$ cat src/rtl/endian_state_pkg.sv
package endian_state_pkg;

    localparam int MISC_W  = 6;
    localparam int STATE_W = MISC_W + 2;

    typedef struct packed {
        logic [MISC_W-1:0] misc;
        logic              ile;
        logic              le;
    } mode_state_t;

    typedef enum logic [1:0] {
        OP_HOLD   = 2'd0,
        OP_WRITE  = 2'd1,
        OP_ENTER  = 2'd2,
        OP_RETURN = 2'd3
    } state_op_e;

    function automatic mode_state_t make_handler_state(
        input mode_state_t       old_s,
        input logic [MISC_W-1:0] tmpl
    );
        mode_state_t n;
        n.le   = old_s.ile;
        n.ile  = old_s.ile;
        n.misc = tmpl;
        return n;
    endfunction

endpackage

$ cat src/rtl/endian_op_arb.sv
module endian_op_arb
    import endian_state_pkg::*;
(
    input  logic      wr_en,
    input  logic      irq_take,
    input  logic      irq_return,
    output state_op_e op
);
    always_comb begin
        if (irq_take)        op = OP_ENTER;
        else if (irq_return) op = OP_RETURN;
        else if (wr_en)      op = OP_WRITE;
        else                 op = OP_HOLD;
    end

    always_comb begin
        if (irq_take) assert_entry_wins_R6: assert (op == OP_ENTER);
    end
endmodule

$ cat src/rtl/endian_entry_gen.sv
module endian_entry_gen
    import endian_state_pkg::*;
(
    input  mode_state_t       cur_s,
    input  logic [MISC_W-1:0] tmpl,
    output mode_state_t       entry_s
);
    assign entry_s = make_handler_state(cur_s, tmpl);
endmodule

$ cat src/rtl/endian_state_regs.sv
module endian_state_regs
    import endian_state_pkg::*;
(
    input  logic        clk,
    input  logic        rst,
    input  state_op_e   op,
    input  mode_state_t wr_s,
    input  mode_state_t entry_s,
    output mode_state_t cur_q,
    output mode_state_t save_q
);
    mode_state_t cur_d;
    mode_state_t save_d;

    always_comb begin
        cur_d  = cur_q;
        save_d = save_q;
        unique case (op)
            OP_ENTER: begin
                save_d = cur_q;
                cur_d  = entry_s;
            end
            OP_RETURN: cur_d = save_q;
            OP_WRITE:  cur_d = wr_s;
            default:   ;
        endcase
    end

    always_ff @(posedge clk) begin
        if (rst) begin
            cur_q  <= '0;
            save_q <= '0;
        end else begin
            cur_q  <= cur_d;
            save_q <= save_d;
        end
    end

    assert_save_only_on_entry_R9: assert property (@(posedge clk) disable iff (rst)
        (op != OP_ENTER) |=> $stable(save_q));

    assert_return_restores_R5: assert property (@(posedge clk) disable iff (rst)
        (op == OP_RETURN) |=> (cur_q == $past(save_q)));
endmodule

$ cat src/rtl/endian_mode_state.sv
module endian_mode_state
    import endian_state_pkg::*;
(
    input  logic               clk,
    input  logic               rst,
    input  logic               wr_en,
    input  logic [STATE_W-1:0] wr_data,
    input  logic               irq_take,
    input  logic               irq_return,
    input  logic [MISC_W-1:0]  handler_tmpl,
    output logic               le_mode,
    output logic [STATE_W-1:0] state_q
);
    state_op_e   op;
    mode_state_t cur_s;
    mode_state_t save_s;
    mode_state_t entry_s;

    endian_op_arb u_arb (
        .wr_en      (wr_en),
        .irq_take   (irq_take),
        .irq_return (irq_return),
        .op         (op)
    );

    endian_entry_gen u_entry (
        .cur_s   (cur_s),
        .tmpl    (handler_tmpl),
        .entry_s (entry_s)
    );

    endian_state_regs u_regs (
        .clk     (clk),
        .rst     (rst),
        .op      (op),
        .wr_s    (mode_state_t'(wr_data)),
        .entry_s (entry_s),
        .cur_q   (cur_s),
        .save_q  (save_s)
    );

    assign state_q = cur_s;
    assign le_mode = cur_s.le;

    assert_entry_mode_R4: assert property (@(posedge clk) disable iff (rst)
        irq_take |=> (state_q[0] == $past(state_q[1])) && (state_q[1] == $past(state_q[1]))
                     && (state_q[STATE_W-1:2] == $past(handler_tmpl)));

    assert_entry_save_R4: assert property (@(posedge clk) disable iff (rst)
        irq_take |=> (save_s == $past(cur_s)));

    assert_write_R3: assert property (@(posedge clk) disable iff (rst)
        (wr_en && !irq_take && !irq_return) |=> (state_q == $past(wr_data)));

    assert_idle_hold_R8: assert property (@(posedge clk) disable iff (rst)
        (!wr_en && !irq_take && !irq_return) |=> $stable(state_q));

    assert_write_dropped_R7: assert property (@(posedge clk) disable iff (rst)
        (wr_en && irq_return && !irq_take) |=> (state_q == $past(save_s)));
endmodule

$ cat config.mk
export PLATFORM = sky130hd
export DESIGN_NAME = endian_mode_state
export DESIGN_NICKNAME = d
export VERILOG_FILES = /design/src/rtl/endian_state_pkg.sv /design/src/rtl/endian_op_arb.sv /design/src/rtl/endian_entry_gen.sv /design/src/rtl/endian_state_regs.sv /design/src/rtl/endian_mode_state.sv
export SDC_FILE = /design/constraint.sdc
export NUM_CORES = 1
export LEC_CHECK = 0
export BUFFER_PORTS_ARGS = -buffer_cell sky130_fd_sc_hd__buf_2
export CORE_MARGIN = 2
export CORE_UTILIZATION = 45
export DETAILED_ROUTE_END_ITERATION = 10
export PLACE_DENSITY = 0.73
export SLEW_MARGIN = 20
export SYNTH_ARGS = -nofsm -noshare
export SYNTH_HDL_FRONTEND = slang
export SYNTH_HIERARCHICAL = 1
export SYNTH_SLANG_ARGS = --single-unit
$ cat constraint.sdc
create_clock -name clk -period 1.4 [get_ports clk]
set_input_delay 0.21 -clock clk [delete_from_list [all_inputs] [get_ports clk]]
set_output_delay 0.21 -clock clk [all_outputs]
set_load 0.005 [all_outputs]
==> flow_metrics.py, run 1 <==
metrics = {
    "worst_setup_path": {
        "critical_path_class": "register to output port",
        "cp_cell_sequence": "buf_2",
        "crit_arrival_ps": 850,
        "cp-end-kind": "output port",
        "cp_slowest_cell": "dfxtp_1",
        "cp_max_fo": 5,
        "start_kind": "register",
        "required_ps": 1190,
        "path_delay_family": "flip-flops",
        "path_buf_inv": 1,
        "cpPeakStageDelay_ps": 420,
    },
    "placement": {
        "port_buffers": 27,
        "post-dp-hpwl_um": 1090,
        "place_congestion": 0.713,
        "placed_area_um2": 872,
        "dp.cells": 116,
    },
    "floorplanning": {
        "start_util": 0.475,
        "rows": 15,
        "dieArea_um2": 2180,
        "die_h_um": 46.7,
        "ios": 28,
        "core_um2": 1730,
        "die_w_um": 46.7,
    },
    "sta": {
        "worst_pin_slew_ps": 478,
        "period_share": 0.756,
        "fmax_mhz": 945,
        "setup_viol": 0,
        "hold_viol": 0,
        "drv_slew": 0,
        "grt_setup_unrepaired": "no",
        "maxSlewHeadroom": 0.682,
        "layout_min_cycle_time_ps": 1060,
        "skew_ps": 3.41,
        "setup_tns_ps": 0,
    },
    "worst_hold_path": {
        "worst_hold_path_type": "input port to register",
    },
    "finish": {
        "stdcell_area_um2": 908,
        "area_growth_pct": 10.7,
        "stdcell_count": 120,
        "n_antenna_cell": 0,
        "fillers": 179,
        "final_net_count": 115,
        "drive_above_1_share": 0.379,
    },
    "yosys": {
        "syn_avg_cell_area_um2": 10.8,
        "synth_top_area_cell": "dfxtp_1",
        "postSynthCellCount": 76,
        "synth_nets": 95,
        "synth_top_cells_by_area": "dfxtp_1 (39%), mux2i_1 (29%), buf_4 (8.2%)",
        "syn_area_um2": 821,
        "ys.flop_type": "dfxtp_1",
        "yosys.cell_count.top_type": "mux2i_1",
        "ys_seq_area_frac": 0.390,
        "synthArstFlopShare": 0,
        "yosysWarnings": 6,
        "yosys.cell_types.count": 13,
        "synth_top_area_share": 0.390,
        "ys_seq_elements": 16,
        "synth_commonest_cells": "mux2i_1 (24), dfxtp_1 (16), buf_4 (9), nor2_1 (8), o22ai_1 (8)",
        "synth-edff-count": 0,
    },
    "cts": {
        "cts_made_buffers": 3,
        "cts-root-buf": "clkbuf_4",
        "cts_setup_buffers": 0,
        "clock_sinks": 16,
        "clkTransAtPathRegs_ps": 90,
        "cts_resized": 0,
        "cts_tree": "built",
        "h-tree-depth": 1,
        "clockBufferDepth": 2,
        "hold_buffers": 0,
        "clk_latency_ps": 280,
    },
    "detailed_routing": {
        "drc": 0,
        "first_pass_iters": 3,
        "detail-route-antenna-nets": 0,
        "drtIter0Drc": 2,
        "vias": 580,
        "via_per_inst": 4.83,
        "wl_per_cell_um": 12.0,
        "postRouteWirelength_um": 1440,
    },
    "power_and_ir_drop": {
        "ir_drop_mv": 0.634,
        "p_leak_uw": 0.000443,
        "power_density_nw_per_um2": 1030,
    },
    "grt": {
        "antenna_found_initial": 0,
        "grtUsageTotal": 0.150,
        "grt_first_pass_wirelength_um": 2220,
        "overflow": 0,
        "grt_pass1_vias": 498,
        "grt_max_degree": 10,
    },
    "status": {
        "status": "complete, no violations",
    },
    "run": {
        "drv_cap": 0,
    },
}
-- final cells by class --
type                            count  area (um^2)  share of cell area
Clock buffer                        4         36.3              0.0399
Multi-Input combinational cell     45          363               0.399
Sequential cell                    16          320               0.353
Tap cell                           25         31.3              0.0344
Timing Repair Buffer               30          158               0.174
-- placed cells by master (no fill, tap or decap) --
cell type  Yosys  routed
clkbuf_4       0       3
buf_2          1      27
nand2b_4       1       1
buf_4          9       3
or2_1          1       1
nand2b_1       1       1
o22ai_1        8       8
or2_0          1       1
dfxtp_1       16      16
clkbuf_8       0       1
mux2i_1       24      24
nor2_1         8       8
o21ba_2        1       1
-- worst paths after layout --
path | from | end | slack (ps) | cells past startpoint
worst max-delay path | u_regs/cur_q[1] | state_q[1] | 340 | 1
worst min-delay path | handler_tmpl[2] | u_regs/cur_q[4] | 210 | 3
worst max register to register | u_regs/cur_q[1] | u_regs/cur_q[0] | 670 | 2
worst min register to register | u_regs/save_q[3] | u_regs/save_q[3] | 500 | 2
-- kinds of logic after synthesis --
logic type             count (synthesis)  synth area share
AOI/OAI and AO/OA                      9            0.0732
buffers and inverters                 15             0.168
and+or+nand+nor                       12            0.0762
muxes                                 24             0.293
DFF                                   16             0.390
-- report_power, final --
part           switching (uW)  total (uW)  leakage (uW)  internal, uW
Clock                     138         296     0.0000210           158
Combinational            68.3         150      0.000292          82.0
Sequential               14.6         491      0.000131           477
Total                     221         938      0.000443           717
-- metal layers --
metal	up-vias	wire (um)	track usage
li1	297	-	-
met1	262	666	0.185
met2	19	654	0.236
met3	2	106	0.0667
met4	0	11	0.0500
met5	-	0	0
-- state kept, by name (all words and copies together), names as in the netlist --
name and cells:
u_regs/cur_q 8, u_regs/save_q 8
-- stage by stage --
stage / power [uW] / utilization / worst slack [ps] / hold WS, ps
2_1_floorplan: 630 / - / 271 / 398
3_3_place_gp: 651 / 0.505 / 131 / 471
3_5_place_dp: 653 / 0.505 / 88.1 / 483
4_1_cts: 951 / 0.526 / 351 / 201
5_1_grt: 985 / 0.526 / 315 / 214
6_report: 938 / 0.526 / 342 / 207
No activity file was read; power rests on OpenSTA's default activity.
==> run 2, diff against run 1 <==
Settings changed: ABC_AREA from default to 1, CORE_UTILIZATION 45 to 44.
Clock period 1.4 ns to 0.85 ns, I/O delays scaled along.
==> run 2 against run 1 <==
Against the previous run:
- hold slack lost 71 ps
- non-clock buffer count grew 12
- the run now ends with negative setup slack left
- flip-flop and latch count is the same
- global-route usage grew 1.7 points
==> flow_metrics.py, run 2 <==
metrics = {
    "yosys": {
        "syn_avg_cell_area_um2": 6.86,
        "syn_area_um2": 871,
        "postSynthCellCount": 127,
        "ys_seq_elements": 16,
        "yosysWarnings": 6,
        "yosys.cell_types.count": 16,
        "ys_seq_area_frac": 0.368,
        "synth_nets": 146,
        "synth_top_cells_by_area": "dfxtp_1 (37%), nor2_1 (15%), nand2_1 (10%)",
        "synthArstFlopShare": 0,
        "synth_top_area_share": 0.368,
        "yosys.cell_count.top_type": "nor2_1",
        "synth-edff-count": 0,
        "ys.flop_type": "dfxtp_1",
        "synth_commonest_cells": "nor2_1 (34), nand2_1 (24), dfxtp_1 (16), nand3_1 (16), buf_4 (10)",
        "synth_top_area_cell": "dfxtp_1",
    },
    "detailed_routing": {
        "postRouteWirelength_um": 1930,
        "vias": 914,
        "wl_per_cell_um": 10.4,
        "via_per_inst": 4.94,
        "detail-route-antenna-nets": 0,
        "first_pass_iters": 4,
        "drtIter0Drc": 27,
        "drc": 0,
    },
    "worst_setup_path": {
        "cp_max_fo": 2,
        "crit_cells": 1,
        "cp_slowest_cell": "dfxtp_2",
        "cp_cell_sequence": "buf_2",
        "r2r_slack_ps": 40,
        "ff2ff_path_depth": 3,
        "required_ps": 720,
        "cpPeakStageDelay_ps": 330,
        "path_buf_inv": 1,
        "start_kind": "register",
        "r2r_end": "u_regs/save_q[3]",
        "crit_arrival_ps": 730,
        "r2r_start": "u_regs/cur_q[3]",
        "critical_path_class": "register to output port",
        "cp-end-kind": "output port",
        "path_delay_family": "flip-flops",
    },
    "status": {
        "violations": "negative setup slack",
        "status": "finished, violations left",
    },
    "sta": {
        "whs_ps": 137,
        "maxSlewHeadroom": 0.871,
        "finalWorstSetupSlack_ps": -8.00,
        "skew_ps": 0.388,
        "period_share": 1.01,
        "layout_min_cycle_time_ps": 858,
        "worst_pin_slew_ps": 191,
        "hold_viol": 0,
        "setup_viol": 4,
        "drv_slew": 0,
        "grt_setup_unrepaired": "yes",
        "setup_tns_ps": -25.8,
        "fmax_mhz": 1170,
    },
    "floorplanning": {
        "ios": 28,
        "die_h_um": 48.5,
        "rows": 16,
        "start_util": 0.453,
        "dieArea_um2": 2350,
        "die_w_um": 48.5,
        "core_um2": 1920,
    },
    "cts": {
        "cts_made_buffers": 3,
        "hold_buffers": 0,
        "cts_tree": "built",
        "clkTransAtPathRegs_ps": 100,
        "clockBufferDepth": 2,
        "cts-root-buf": "clkbuf_4",
        "clk_latency_ps": 280,
        "h-tree-depth": 1,
        "clock_sinks": 16,
    },
    "power_and_ir_drop": {
        "pwr-share-clk": 0.239,
        "ir_drop_mv": 0.764,
        "seq_power_share": 0.511,
        "p_sw_uw": 485,
        "power.internal_uw": 1180,
        "power_density_nw_per_um2": 1520,
        "swShare": 0.291,
        "p_comb_frac": 0.250,
        "p_leak_uw": 0.000583,
    },
    "grt": {
        "grt_pass1_vias": 888,
        "overflow": 0,
        "grt_first_pass_wirelength_um": 3150,
        "antenna_found_initial": 0,
        "grtUsageTotal": 0.167,
        "grt_max_degree": 17,
    },
    "placement": {
        "place_ws_ps": -360,
        "place_congestion": 0.790,
        "port_buffers": 27,
        "post-dp-hpwl_um": 1380,
    },
    "worst_hold_path": {
        "worst_hold_path_type": "input port to register",
        "hp-start": "handler_tmpl[1]",
        "hold_end": "u_regs/cur_q[3]",
        "hold_depth": 5,
    },
    "finish": {
        "drive_above_1_share": 0.386,
        "fillers": 201,
        "final_core_util": 0.569,
        "final_net_count": 179,
        "n_antenna_cell": 0,
        "reg_top3": "u_regs/cur_q x8, u_regs/save_q x8",
        "area_growth_pct": 25.6,
        "layout_common_cells": "nor2_1 (32), buf_2 (26), nand2_1 (24)",
        "final_common_cell": "nor2_1",
    },
    "run": {
        "drv_cap": 0,
    },
}
[run 2: repair_timing]
item	CTS	global route
setup endpoints to repair	25	21
setup buffers	6	2
resized for setup	10	3
[run 2: stage by stage]
| step | area [um^2] | power [uW] | instances |
|---|---|---|---|
| finish | 1090 | 1660 | 185 |
| CTS | 1060 | 1650 | 183 |
| global route | 1090 | 1760 | 185 |
| floorplan | 873 | 1120 | 127 |
| detailed placement | 982 | 1220 | 174 |
| global placement | 982 | 1200 | 174 |
[run 2: how the worst max path moves through the flow]
stage	startpoint	endpoint	slack (ps)
after floorplan	irq_return	u_regs/cur_q[1]	-160
final	u_regs/cur_q[2]	state_q[2]	-8
after global placement	irq_take	u_regs/cur_q[7]	-310
after global routing	u_regs/cur_q[3]	state_q[3]	-40
after CTS	u_regs/cur_q[1]	state_q[1]	-50
after detailed placement	irq_return	u_regs/save_q[7]	-360
[run 2: final cells by class]
type	count	area, um^2	share of cell area
repair buffers	42	254	0.232
well taps	27	33.8	0.0309
multi-input cells	93	423	0.387
inverters	4	30.0	0.0275
flip-flops and latches	16	330	0.302
clock buffers	3	22.5	0.0206
[run 2: metal layers]
layer	routed length (um)	vias up	GRT usage
met1	855	412	0.187
li1	-	463	-
met5	0	-	0
met4	13	0	0.129
met3	119	2	0.0309
met2	942	37	0.280
[run 2: cell families (layout without fill, tap and decap cells)]
group / Yosys count / after routing / share of synthesized area
compound gates: 16 / 16 / 0.0920
simple gates: 77 / 77 / 0.379
flops: 16 / 16 / 0.368
buf+inv: 18 / 49 / 0.161
[run 2: power by group through the flow]
stage / clock (uW) / sequential, uW / combinational, uW
after CTS: 405 / 852 / 390
after floorplan: 0 / 865 / 256
final: 398 / 850 / 417
after global routing: 432 / 859 / 465
after detailed placement: 0 / 869 / 346
after global placement: 0 / 870 / 334
==> run 3, diff against run 2 <==
Settings changed: ABC_AREA 1 to default, CORE_UTILIZATION 44 to 43.
==> run 3 against run 2 <==
Against the previous run:
- the run still ends with negative setup slack left
- clock skew rose by 5.9 ps
- hold slack got worse by 20 ps
- final cell count shrank 29%
- utilization rose by 3.5 points
- power down 1.8%
- combinational power is 20% lower
- cell area fell by 2.6%
- critical path type unchanged
- largest cell class unchanged
==> flow_metrics.py, run 3 (synthesized netlist as in run 1, its figures left out) <==
metrics = {
    "sta": {
        "fmax_mhz": 1130,
        "worst_pin_slew_ps": 149,
        "setup_viol": 7,
        "finalWorstSetupSlack_ps": -31.3,
        "drv_slew": 0,
        "period_share": 1.04,
        "maxSlewHeadroom": 0.898,
        "layout_min_cycle_time_ps": 881,
        "hold_viol": 0,
        "grt_setup_unrepaired": "yes",
        "skew_ps": 6.32,
    },
    "power_and_ir_drop": {
        "power_density_nw_per_um2": 1540,
        "p_total_uw": 1640,
        "ir_drop_mv": 1.03,
        "p_leak_uw": 0.000519,
    },
    "run": {
        "drv_cap": 0,
    },
    "detailed_routing": {
        "first_pass_iters": 4,
        "wl_per_cell_um": 12.0,
        "drc": 0,
        "via_per_inst": 4.76,
        "postRouteWirelength_um": 1570,
        "vias": 623,
        "detail-route-antenna-nets": 0,
        "drtIter0Drc": 8,
    },
    "finish": {
        "fillers": 175,
        "reg_top3": "u_regs/cur_q x8, u_regs/save_q x8",
        "layout_common_cells": "mux2i_1 (24), buf_2 (23), buf_4 (12)",
        "final_core_util": 0.604,
        "n_antenna_cell": 0,
        "final_net_count": 126,
        "area_growth_pct": 29.7,
        "final_common_cell": "mux2i_1",
        "drive_above_1_share": 0.538,
    },
    "grt": {
        "grtUsageTotal": 0.154,
        "antenna_found_initial": 0,
        "grt_max_degree": 10,
        "grt_first_pass_wirelength_um": 2440,
        "grt_pass1_vias": 572,
        "overflow": 0,
    },
    "cts": {
        "clkTransAtPathRegs_ps": 90,
        "cts-root-buf": "clkbuf_4",
        "cts_made_buffers": 3,
        "cts_tree": "built",
        "clock_sinks": 16,
        "clk_latency_ps": 280,
        "h-tree-depth": 1,
        "clockBufferDepth": 2,
    },
    "worst_setup_path": {
        "path_delay_family": "flip-flops",
        "start_kind": "register",
        "r2r_end": "u_regs/cur_q[0]",
        "cpPeakStageDelay_ps": 370,
        "crit_end": "state_q[1]",
        "crit_cells": 1,
        "crit_arrival_ps": 750,
        "r2r_slack_ps": 40,
        "ff2ff_path_depth": 3,
        "path_buf_inv": 1,
        "cp-end-kind": "output port",
        "cp_max_fo": 5,
        "r2r_start": "u_regs/cur_q[0]",
        "required_ps": 720,
        "worst_setup_path_startpoint": "u_regs/cur_q[1]",
        "critical_path_class": "register to output port",
        "cp_slowest_cell": "dfxtp_4",
        "cp_cell_sequence": "buf_6",
    },
    "floorplanning": {
        "die_h_um": 47.7,
        "start_util": 0.465,
        "rows": 15,
        "ios": 28,
        "die_w_um": 47.7,
        "core_um2": 1760,
        "dieArea_um2": 2270,
    },
    "worst_hold_path": {
        "worst_hold_path_type": "input port to register",
    },
    "placement": {
        "place_ws_ps": -361,
        "post-dp-hpwl_um": 1150,
        "port_buffers": 27,
        "place_congestion": 0.732,
    },
    "status": {
        "status": "finished, violations left",
        "violations": "negative setup slack",
    },
}
-- run 3: area by class of cell --
cell class	count	area (um^2)	share of cell area
Multi-Input combinational cell	45	374	0.351
Sequential cell	16	333	0.313
Tap cell	25	31.3	0.0294
Timing Repair Buffer	41	290	0.273
Clock buffer	4	36.3	0.0341
-- run 3: repair_timing --
item                                    in CTS  in global routing
hold buffers                                 0                  0
gates cloned                                 0                  0
endpoints found under the hold margin        0                  0
gates resized for setup                      9                  7
pin swaps                                    0                  3
endpoints found under the setup margin      17                 23
buffers inserted                             6                  2
-- run 3: worst min-delay path by stage --
stage | from | to | slack [ps] | depth (start not counted)
floorplan | rst | u_regs/save_q[0] | 310 | 2
global placement | handler_tmpl[5] | u_regs/cur_q[7] | 390 | 3
detailed placement | handler_tmpl[5] | u_regs/cur_q[7] | 400 | 3
CTS | handler_tmpl[5] | u_regs/cur_q[7] | 110 | 3
global route | handler_tmpl[5] | u_regs/cur_q[7] | 110 | 3
finish | handler_tmpl[5] | u_regs/cur_q[7] | 120 | 3
-- run 3: power breakdown --
part | internal (uW) | total (uW) | switching [uW] | leakage, uW
Combinational | 202 | 335 | 133 | 0.000364
Clock | 261 | 493 | 233 | 0.0000210
Sequential | 787 | 807 | 19.6 | 0.000134
Total | 1250 | 1640 | 386 | 0.000519
-- run 3: routing by layer --
layer	routed length, um	part of all wire	vias to the layer above	global-route usage
met2	706	0.45	24	0.237
met1	749	0.48	276	0.208
met5	0	0	-	0
li1	-	-	321	-
met4	8	0.0051	0	0.0486
met3	106	0.068	2	0.0453
-- run 3: through the flow --
stage / std cells / cell area [um^2] / setup TNS (ps) / hold WS [ps]
2_1_floorplan: 76 / 827 / -2510 / 309
3_3_place_gp: 120 / 933 / -4790 / 394
3_5_place_dp: 120 / 933 / -5180 / 404
4_1_cts: 130 / 1020 / -136 / 109
5_1_grt: 131 / 1060 / -433 / 111
6_report: 131 / 1060 / -75.0 / 117
